**src/rtl/timer_chan_start.sv**
```systemverilog
`timescale 1ns/1ps
module timer_chan_start #(
  parameter int W = 16
) (
  input  logic         clk,
  input  logic         rst_n,
  input  logic [2:0]   mode,
  input  logic         edge_pol,
  input  logic [W-1:0] data,
  input  logic         cnt_en,
  input  logic         tin,
  input  logic         start,
  input  logic         stop,
  output logic [W-1:0] count,
  output logic [W-1:0] capture,
  output logic         irq,
  output logic         running
);
  localparam logic [2:0] M_INTV = 3'd0, M_EVNT = 3'd1, M_CAPT = 3'd2,
                         M_ONES = 3'd3, M_HIGH = 3'd4;

  logic [2:0] sync_q;
  logic       load_pend, wait_trig;

  wire rise     = sync_q[1] & ~sync_q[2];
  wire fall     = ~sync_q[1] & sync_q[2];
  wire edge_on  = edge_pol ? rise : fall;
  wire edge_off = edge_pol ? fall : rise;
  wire zero_ld  = (mode == M_CAPT) || (mode == M_HIGH);
  wire at_zero  = (count == '0);

  always_ff @(posedge clk or negedge rst_n) begin
    if (!rst_n) begin
      sync_q    <= '0;
      count     <= '0;
      capture   <= '0;
      irq       <= 1'b0;
      running   <= 1'b0;
      load_pend <= 1'b0;
      wait_trig <= 1'b0;
    end else begin
      sync_q <= {sync_q[1:0], tin};
      irq    <= 1'b0;
      if (stop) begin
        running   <= 1'b0;
        load_pend <= 1'b0;
        wait_trig <= 1'b0;
      end else if (start) begin
        running <= 1'b1;
        case (mode)
          M_EVNT: begin
            count     <= data;
            load_pend <= 1'b0;
            wait_trig <= 1'b0;
          end
          M_ONES, M_HIGH: begin
            load_pend <= 1'b0;
            wait_trig <= 1'b1;
          end
          default: begin
            load_pend <= 1'b1;
            wait_trig <= 1'b0;
          end
        endcase
      end else if (running) begin
        if (wait_trig) begin
          if (edge_on) begin
            wait_trig <= 1'b0;
            load_pend <= 1'b1;
          end
        end else if (load_pend) begin
          if (cnt_en) begin
            count     <= zero_ld ? '0 : data;
            load_pend <= 1'b0;
          end
        end else begin
          case (mode)
            M_INTV, M_ONES: if (cnt_en) begin
              if (at_zero) begin
                irq <= 1'b1;
                if (mode == M_INTV) count <= data;
                else wait_trig <= 1'b1;
              end else count <= count - 1'b1;
            end
            M_EVNT: if (edge_on) begin
              if (at_zero) begin
                irq   <= 1'b1;
                count <= data;
              end else count <= count - 1'b1;
            end
            M_CAPT: begin
              if (edge_on) begin
                capture <= count;
                irq     <= 1'b1;
                count   <= '0;
              end else if (cnt_en) count <= count + 1'b1;
            end
            M_HIGH: begin
              if (edge_off) begin
                capture   <= count;
                irq       <= 1'b1;
                wait_trig <= 1'b1;
              end else if (cnt_en) count <= count + 1'b1;
            end
            default: ;
          endcase
        end
      end
    end
  end

  p_hold_stopped_r2: assert property (@(posedge clk) disable iff (!rst_n)
    (!running && !start) |=> ($stable(count) && $stable(capture)));
  p_stop_wins_r3: assert property (@(posedge clk) disable iff (!rst_n)
    stop |=> !running);
  p_start_sets_r3: assert property (@(posedge clk) disable iff (!rst_n)
    (start && !stop) |=> running);
  p_defer_load_r4: assert property (@(posedge clk) disable iff (!rst_n)
    (start && !stop && mode == M_INTV) |=> $stable(count));
  p_irq_needs_run_r5: assert property (@(posedge clk) disable iff (!rst_n)
    irq |-> $past(running));
  p_evt_immediate_r6: assert property (@(posedge clk) disable iff (!rst_n)
    (start && !stop && mode == M_EVNT) |=> (count == $past(data)));
  p_wait_holds_r9: assert property (@(posedge clk) disable iff (!rst_n)
    (running && wait_trig && !start && !stop) |=> $stable(count));
  p_capture_irq_r12: assert property (@(posedge clk) disable iff (!rst_n)
    !$stable(capture) |-> irq);
endmodule

```
**config.mk**
```make
export PLATFORM = sky130hd
export DESIGN_NAME = timer_chan_start
export DESIGN_NICKNAME = d
export VERILOG_FILES = /design/src/rtl/timer_chan_start.sv
export SDC_FILE = /design/constraint.sdc
export NUM_CORES = 1
export LEC_CHECK = 0
export BUFFER_PORTS_ARGS = -buffer_cell sky130_fd_sc_hd__clkbuf_2
export CAP_MARGIN = 40
export CORE_MARGIN = 5
export CORE_UTILIZATION = 36
export CTS_CLUSTER_DIAMETER = 60
export DETAILED_ROUTE_END_ITERATION = 10
export GPL_TIMING_DRIVEN = 0
export MAX_ROUTING_LAYER = met4
export SLEW_MARGIN = 20
export SYNTH_ARGS = -nofsm -noshare
export SYNTH_HDL_FRONTEND = slang
export SYNTH_SLANG_ARGS = --single-unit
```
**constraint.sdc**
```tcl
create_clock -name clk -period 3.6 [get_ports clk]
set_input_delay 0.72 -clock clk [delete_from_list [all_inputs] [get_ports clk]]
set_output_delay 0.72 -clock clk [all_outputs]
set_load 0.1 [all_outputs]
```
**Word level (Yosys, flattened, before mapping)**

Cells that the tools add are included.
W data, S select, Z words.

- Bits in registers: 39
- Input port bits: 26

- Add/subtract/negate cells: 2
- Eq/ne operators: 14
- Muxes and demuxes: 53
- Bitwise operators: 8
- Reductions and logical operators: 14

Operator list:

| kind | number |
|---|---|
| $mux W16 | 17 |
| $pmux W16 S4 | 1 |
| $mux W1 | 32 |
| $pmux W16 S2 | 1 |
| $add A16 B1 Y16 const B | 1 |
| $logic_not A16 Y1 | 1 |
| $sub A16 B1 Y16 const B | 1 |
| $reduce_and A10 Y1 | 1 |
| $ne A4 B4 Y1 const B | 2 |
| $reduce_and A8 Y1 | 1 |
| $eq A3 B2 Y1 const B | 2 |
| $ne A2 B2 Y1 const B | 3 |
| $ne A3 B3 Y1 const B | 2 |
| $not A1 Y1 | 6 |
| $reduce_bool A2 Y1 | 3 |
| $ne A5 B5 Y1 const B | 1 |
| $reduce_bool A5 Y1 | 1 |
| $ne A4 B3 Y1 const B | 1 |
| $pmux W1 S4 | 1 |
| $reduce_or A2 Y1 | 2 |
| $eq A3 B1 Y1 const B | 1 |
| $eq A3 B3 Y1 const B | 1 |
| $logic_not A3 Y1 | 1 |
| $reduce_bool A3 Y1 | 1 |
| other kinds (6) | 7 |

**Depth between registers and ports, before layout**

Gate-level depths: netlist (run 1).

- Word-level depth: 10
- Mapped depth: 10
- Gate-level depth less buffers: 8

**Least setup slack after synthesis (run 1)**

Ideal clock, no wire load.

- Path type: reg2reg
- Start: register count[8]
- End: register count[7]
- Arrival time: 3.058 ns
- Path slack: 0.420 ns
- Cell stages (with the launch flop): 10
- Clock period less this slack: 3.180 ns
- Path through: dfrtp_1 > buf_6 > or4_1 > buf_2 > or4_1 > buf_2 > a221oi_2 > nor2_1 > buf_2 > a22o_1

- Longest elaborated chain between the ends: 8

RTL lines:

| what | RTL line | RTL |
|---|---|---|
| from (decl) | 14 | `output logic [W-1:0] count,` |
| from (signal assigned) | 52 | `count <= data;` |
| from (signal assigned) | 73 | `count <= zero_ld ? '0 : data;` |
| from (signal assigned) | 81 | `if (mode == M_INTV) count <= data;` |
| $logic_not A16 Y1 * | 30 | `wire at_zero = (count == '0);` |
| $mux W16 (on tied branches) | 86, 79 |  |
| $mux W16 (on tied branches) | 85, 78 |  |
| $pmux W16 S4 | 77 | `case (mode)` |
| $mux W16 | 71 | `end else if (load_pend) begin` |
| $mux W16 | 66 | `if (wait_trig) begin` |
| $mux W16 | 65 | `end else if (running) begin` |
| $mux W16 | 48 | `end else if (start) begin` |

Mark *: on every way between the ends. The rest lies on a longest branch, timed or not. The select of a mux whose other input is x is not followed.
A chain may end at the register's enable or synchronous reset.

**Final worst setup path (run 1)**

- Start: input port mode[2]
- End: register capture[12]

- Longest elaborated chain between the ends: 3

RTL lines:

| what | RTL line | RTL |
|---|---|---|
| from (decl) | 7 | `input logic [2:0] mode,` |
| $eq A3 B3 Y1 or $eq A3 B2 Y1 (tied branches) | 77 |  |
| $ne A2 B2 Y1 (no line) or $reduce_bool A2 Y1 (tied branches) | n/a |  |
| $reduce_and A8 Y1 (no line) | n/a |  |
| to (signal assigned) | 93 | `capture <= count;` |
| to (signal assigned) | 100 | `capture <= count;` |
| to (decl) | 15 | `output logic [W-1:0] capture,` |

Parallel ways exist; a longest one is shown, timed or not.

==> results of run 1 <==
## cells by family after synthesis
| family | Yosys count |
|---|---|
| AOI/OAI and AO/OA | 95 |
| xor gates and xnor gates | 15 |
| adders and majority gates | 3 |
| buffers and inverters | 46 |
| DFF | 39 |
| muxes | 19 |
| and+or+nand+nor | 135 |
## power by group
part	internal (W)	switching, W
combinational	0.000316	0.00116
clock	0.000224	0.000165
sequential	0.000542	0.000124
total	0.00108	0.00145
## per-stage QoR
step / power [W] / TNS, ns
2_1_floorplan: 0.00185 / 0
3_3_place_gp: 0.00213 / 0
3_5_place_dp: 0.00215 / -0.145
4_1_cts: 0.00254 / 0
5_1_grt: 0.00267 / 0
6_report: 0.00253 / 0
## area by class of cell
type,instances,area [um^2],area share (%)
multi-input combinational,267,1750,50.2
clock buffer,6,82.6,2.37
clock inverter,2,35.0,1.01
tap,102,128,3.67
buffer,32,136,3.92
timing repair buffer,60,323,9.27
inverter,14,52.6,1.51
sequential,39,976,28.0
## registers in the layout, summed over array words and instances (netlist names)
name,flops
irq,1
sync_q,3
count,16
capture,16
running,1
wait_trig,1
load_pend,1
## cells in the mapped netlist (4+ instances only)
library cell  count  area share (%)
nor4_1            9             1.9
nand4_1           7             1.5
xnor2_1          12             3.6
o21ai_0           9             1.5
mux2_2           17             6.6
a31oi_1          13             2.8
o22ai_1           6             1.3
nor3_1           13             2.2
clkbuf_1         24             3.1
inv_1            14             1.8
o211ai_1          4             1.0
nor2b_1           6             1.3
nand2_1          32             4.1
o21ai_1           4            0.69
a21oi_1          17             2.9
or4_1             5             1.3
nand2b_1          6             1.3
nand3_1           8             1.4
dfrtp_1          39              34
nor2_1           34             4.4
a22oi_1           6             1.5
buf_2             7             1.2
## critical path, stage by stage
cell and delay, ns:
clkbuf_2 0.10, clkbuf_1 0.32, nor2b_1 0.26, a22oi_1 0.09, a211oi_1 0.46, nor4b_2 0.73
buf_2 0.45, mux2_2 0.38
## worst paths after layout
kind / endpoint / cells past startpoint / start
worst max-delay path: capture[12] / 8 / mode[2]
worst min-delay path: sync_q[1] / 0 / sync_q[0]
worst max register to register: count[13] / 10 / count[0]
worst min register to register: sync_q[1] / 0 / sync_q[0]
max in group asynchronous: count[8] / 2 / rst_n
min in group asynchronous: sync_q[2] / 1 / rst_n
## per-layer routing
metal	routed length (um)	vias to the layer above	global-route usage, %
met2	4480	144	31.1
met1	4620	1488	30.2
li1	-	1448	-
met5	0	-	-
met3	663	12	1.95
met4	167	0	6.30
==> flow_summary_export.csv, run 1 <==
group,metric,value,unit
status,status,"completed",
synthesis,synth_edf_count,0,
global_routing,grt_pass1_wl,16000,um
synthesis,syn_avg_cell_area,8.26,um^2
synthesis,ys_seq_elements,39,
global_routing,track_usage,20.9,%
route,drtIter0Drc,235,
cts,ctsLongestPathBuffers,2,
cts,post_cts_buffers,0,
sta,report.final.slew_viol_count,0,
floorplan,rows,32,
placed_design,placed_area,3360,um^2
cts,cts_sinks,39,
sta,setup_ws,0.260,ns
cts,cts_resized,0,
sta,finalHoldViolCount,0,
critical_path,critPathMaxFanout,10,
sta,max_slew.worst_pin.slew,0.783,ns
synthesis,ys_types,58,
synthesis,synth-adder-area-share,1.29,%
placed_design,dp_cells,514,
placed_design,gp_congestion,0.893,
final_layout,fillers,812,
cts,clkLatencyLatePin,0.30,ns
route,drc,0,
cts,cts-htree-levels,2,
route,antenna_left,0,
synthesis,synth-simple-area-share,23.8,%
cts,root_buffer,"clkbuf_8",
sta,setup_viol,0,
final_layout,drive_gt1_share,24.3,%
final_layout,nets,448,
final_layout,design_area,3480,um^2
global_routing,overflow,0,
critical_path,end_kind,"register",
critical_path,crit_arrival,3.52,ns
cts,clkTransAtPathRegs,0.08,ns
synthesis,async_reset_ff_share,100,%
final_layout,n_antenna_cell,0,
floorplan,coreArea,7810,um^2
synthesis,synthesis.nets,381,
sta,clock-skew-final,0.00934,ns
synthesis,synth_top_family_by_area,"simple AND/OR/NAND/NOR gates",
sta,fmax,299,MHz
route,wl_per_cell,19.0,um
route,wl,9930,um
pwr,p_per_area,727,nW/um^2
synthesis,synth_warnings,0,
global_routing,antenna_found_initial,0,
pwr,power.leakage,1.47,nW
placed_design,dp_hpwl,7210,um
synthesis,syn-cell-area,2910,um^2
sta,fin_crit_sh,92.8,%
floorplan,io_pins,60,
route,first_pass_iters,6,
route,avgViaCountPerCell,5.92,
final_layout,final_cell_mix,"58 x clkbuf_2, 39 x dfrtp_1, 34 x nor2_1, 32 x nand2_1, 24 x clkbuf_1",
placed_design,portBuffers,58,
sta,rsz0062_at_grt,"false",
synthesis,synth_flop_cell,"dfrtp_1",
sta,slew_headroom,47.7,%
critical_path,cp.required,3.78,ns
final_layout,final_common_cell,"clkbuf_2",
run,maxCapViolations,0,
critical_path,crit_type,"input port to register",
critical_path,ff2ff_setup_slack,0.43,ns
hold_path,hold_path_class,"register to register",
cts,tritoncts,"yes",
floorplan,die_h,99.9,um
route,via_count,3092,
floorplan,initial_core_util,37.2,%
synthesis,ys_seq_area_share,33.6,%
synthesis,synthMuxAreaShare,7.28,%
pwr,peakVddDrop,0.432,mV
critical_path,worstSetupStartpointType,"input port",
sta,finalCriticalPeriod,3.34,ns
synthesis,netlist_instances,352,
synthesis,synth_xor_area_share,4.52,%
placed_design,place_ws,-0.0218,ns
final_layout,area_growth,19.8,%
cts,holdBufCountCts,0,
synthesis,synth_compound_area_share,23.1,%
floorplan,die_width,99.9,um
sta,fin_hold_ws,0.355,ns
cts,cts_buffers,5,
global_routing,grt_pass1_vias,2966,
floorplan,die_area,9970,um^2
final_layout,utilization,44.6,%
global_routing,grt_max_degree,23,
final_layout,layout.cells.non_filler,522,
Power figures use the tool's default switching activity.
==> run 2: changes to the inputs <==
- CORE_UTILIZATION: 36 -> 55
- PLACE_DENSITY: not set -> 0.8
==> flow_summary_export.csv, run 2 (same netlist as run 1, synthesis figures left out) <==
group,metric,value,unit
cts,root_buffer,"clkbuf_8",
floorplan,coreArea,5110,um^2
final_layout,area_growth,17.2,%
final_layout,final_cell_mix,"58 x clkbuf_2, 39 x dfrtp_1, 34 x nor2_1, 32 x nand2_1, 26 x clkbuf_1",
critical_path,cp.required,3.78,ns
final_layout,layout.cells.non_filler,490,
cts,cts-htree-levels,2,
hold_path,hold_path_class,"register to register",
status,status,"completed",
pwr,p_per_area,714,nW/um^2
floorplan,die_area,6840,um^2
cts,tritoncts,"yes",
final_layout,design_area,3410,um^2
sta,fmax,306,MHz
pwr,power.leakage,1.45,nW
final_layout,drive_gt1_share,23.8,%
cts,clkTransAtPathRegs,0.08,ns
sta,setup_viol,0,
floorplan,die_h,82.7,um
placed_design,place_ws,0.0105,ns
floorplan,rows,26,
cts,post_cts_buffers,0,
sta,max_slew.worst_pin.slew,0.807,ns
route,avgViaCountPerCell,6.40,
floorplan,io_pins,60,
route,wl_per_cell,18.5,um
final_layout,final_common_cell,"clkbuf_2",
critical_path,path_buf_inv,3,
placed_design,gp_congestion,0.956,
floorplan,initial_core_util,56.9,%
route,wl,9080,um
critical_path,cp_top_family,"simple AND/OR/NAND/NOR gates",
route,drc,0,
sta,rsz0062_at_grt,"false",
global_routing,grt_max_degree,24,
route,antenna_left,0,
route,via_count,3136,
sta,fin_crit_sh,90.8,%
cts,ctsLongestPathBuffers,2,
sta,slew_headroom,45.7,%
sta,clock-skew-final,0.00799,ns
critical_path,crit_arrival,3.45,ns
final_layout,n_antenna_cell,0,
placed_design,portBuffers,58,
placed_design,placed_area,3330,um^2
global_routing,grt_pass1_vias,2790,
cts,cts_sinks,39,
critical_path,worstSetupStartpointType,"input port",
cts,cts_buffers,5,
cts,holdBufCountCts,0,
final_layout,nets,448,
sta,finalHoldViolCount,0,
placed_design,dp_hpwl,6690,um
pwr,peakVddDrop,0.649,mV
global_routing,grt_pass1_wl,14200,um
critical_path,critPathMaxFanout,10,
route,first_pass_iters,5,
global_routing,antenna_found_initial,0,
critical_path,end_kind,"register",
cts,cts_resized,0,
sta,report.final.slew_viol_count,0,
sta,finalCriticalPeriod,3.27,ns
route,drtIter0Drc,297,
critical_path,critical_path.slowest_cell,"nor4b_2",
floorplan,die_width,82.7,um
cts,clkLatencyLatePin,0.29,ns
global_routing,track_usage,28.7,%
sta,setup_ws,0.331,ns
final_layout,reg.largest.list,"capture x16, count x16, sync_q x3",
run,maxCapViolations,0,
critical_path,crit_type,"input port to register",
final_layout,utilization,66.7,%
global_routing,overflow,0,
critical_path,slowest_delay,0.70,ns
placed_design,dp_cells,482,
critical_path,crit_chain,"clkbuf_2, clkbuf_1, nor2b_1, a221oi_1, a211oi_1, nor4b_2, buf_2, mux2_2",
-- run 2: cell types whose count changed in the layout (fill, tap and decap cells not counted) --
cell / previous run / this run
clkbuf_1: 24 / 26
buf_4: 0 / 1
buf_2: 8 / 7
clkbuf_8: 6 / 5
bufinv_16: 1 / 0
-- run 2: power by group --
part / internal (W) / total, W / switching, W
Combinational: 0.000316 / 0.00148 / 0.00116
Sequential: 0.000542 / 0.000662 / 0.000119
Clock: 0.000136 / 0.000292 / 0.000155
Total: 0.000995 / 0.00243 / 0.00144
-- run 2: per-stage QoR --
| stage | hold WS [ns] | total power, W | setup TNS, ns |
|---|---|---|---|
| after global routing | 0.373 | 0.00255 | 0 |
| after global placement | 0.344 | 0.00212 | -0.139 |
| after floorplan | 0.331 | 0.00185 | 0 |
| final | 0.358 | 0.00243 | 0 |
| after CTS | 0.361 | 0.00243 | 0 |
| after detailed placement | 0.336 | 0.00213 | 0 |
-- run 2: area by class of cell --
cell class	count	area, um^2
multi-input combinational	267	1750
clock buffer	7	76.3
fill	448	1700
timing repair buffer	60	325
clock inverter	1	5.00
tap	70	87.6
inverter	14	52.6
buffer	32	136
sequential	39	976
-- run 2: layer usage --
metal / routed length [um] / track usage, %
met5: 0 / -
met4: 269 / 10.3
met3: 921 / 4.01
met2: 4100 / 44.9
met1: 3790 / 38.0
-- run 2: final timing paths --
| path | startpoint | to | slack (ns) | cells past startpoint |
|---|---|---|---|---|
| worst max-delay path | mode[2] | capture[13] | 0.33 | 8 |
| worst min-delay path | sync_q[0] | sync_q[1] | 0.36 | 0 |
| worst max register to register | count[0] | count[8] | 0.39 | 8 |
| worst min register to register | sync_q[0] | sync_q[1] | 0.36 | 0 |
| max in group asynchronous | rst_n | sync_q[1] | 2.73 | 2 |
| min in group asynchronous | rst_n | capture[11] | 0.38 | 1 |
-- run 2: worst register-to-register path, delay by kind of cell, from the launching register on --
family,cells,cell delay [ns]
and+or+nand+nor,2,1.07
DFF,1,0.47
buffers and inverters,2,0.34
adders and majority gates,1,0.21
AOI/OAI and AO/OA,3,1.03
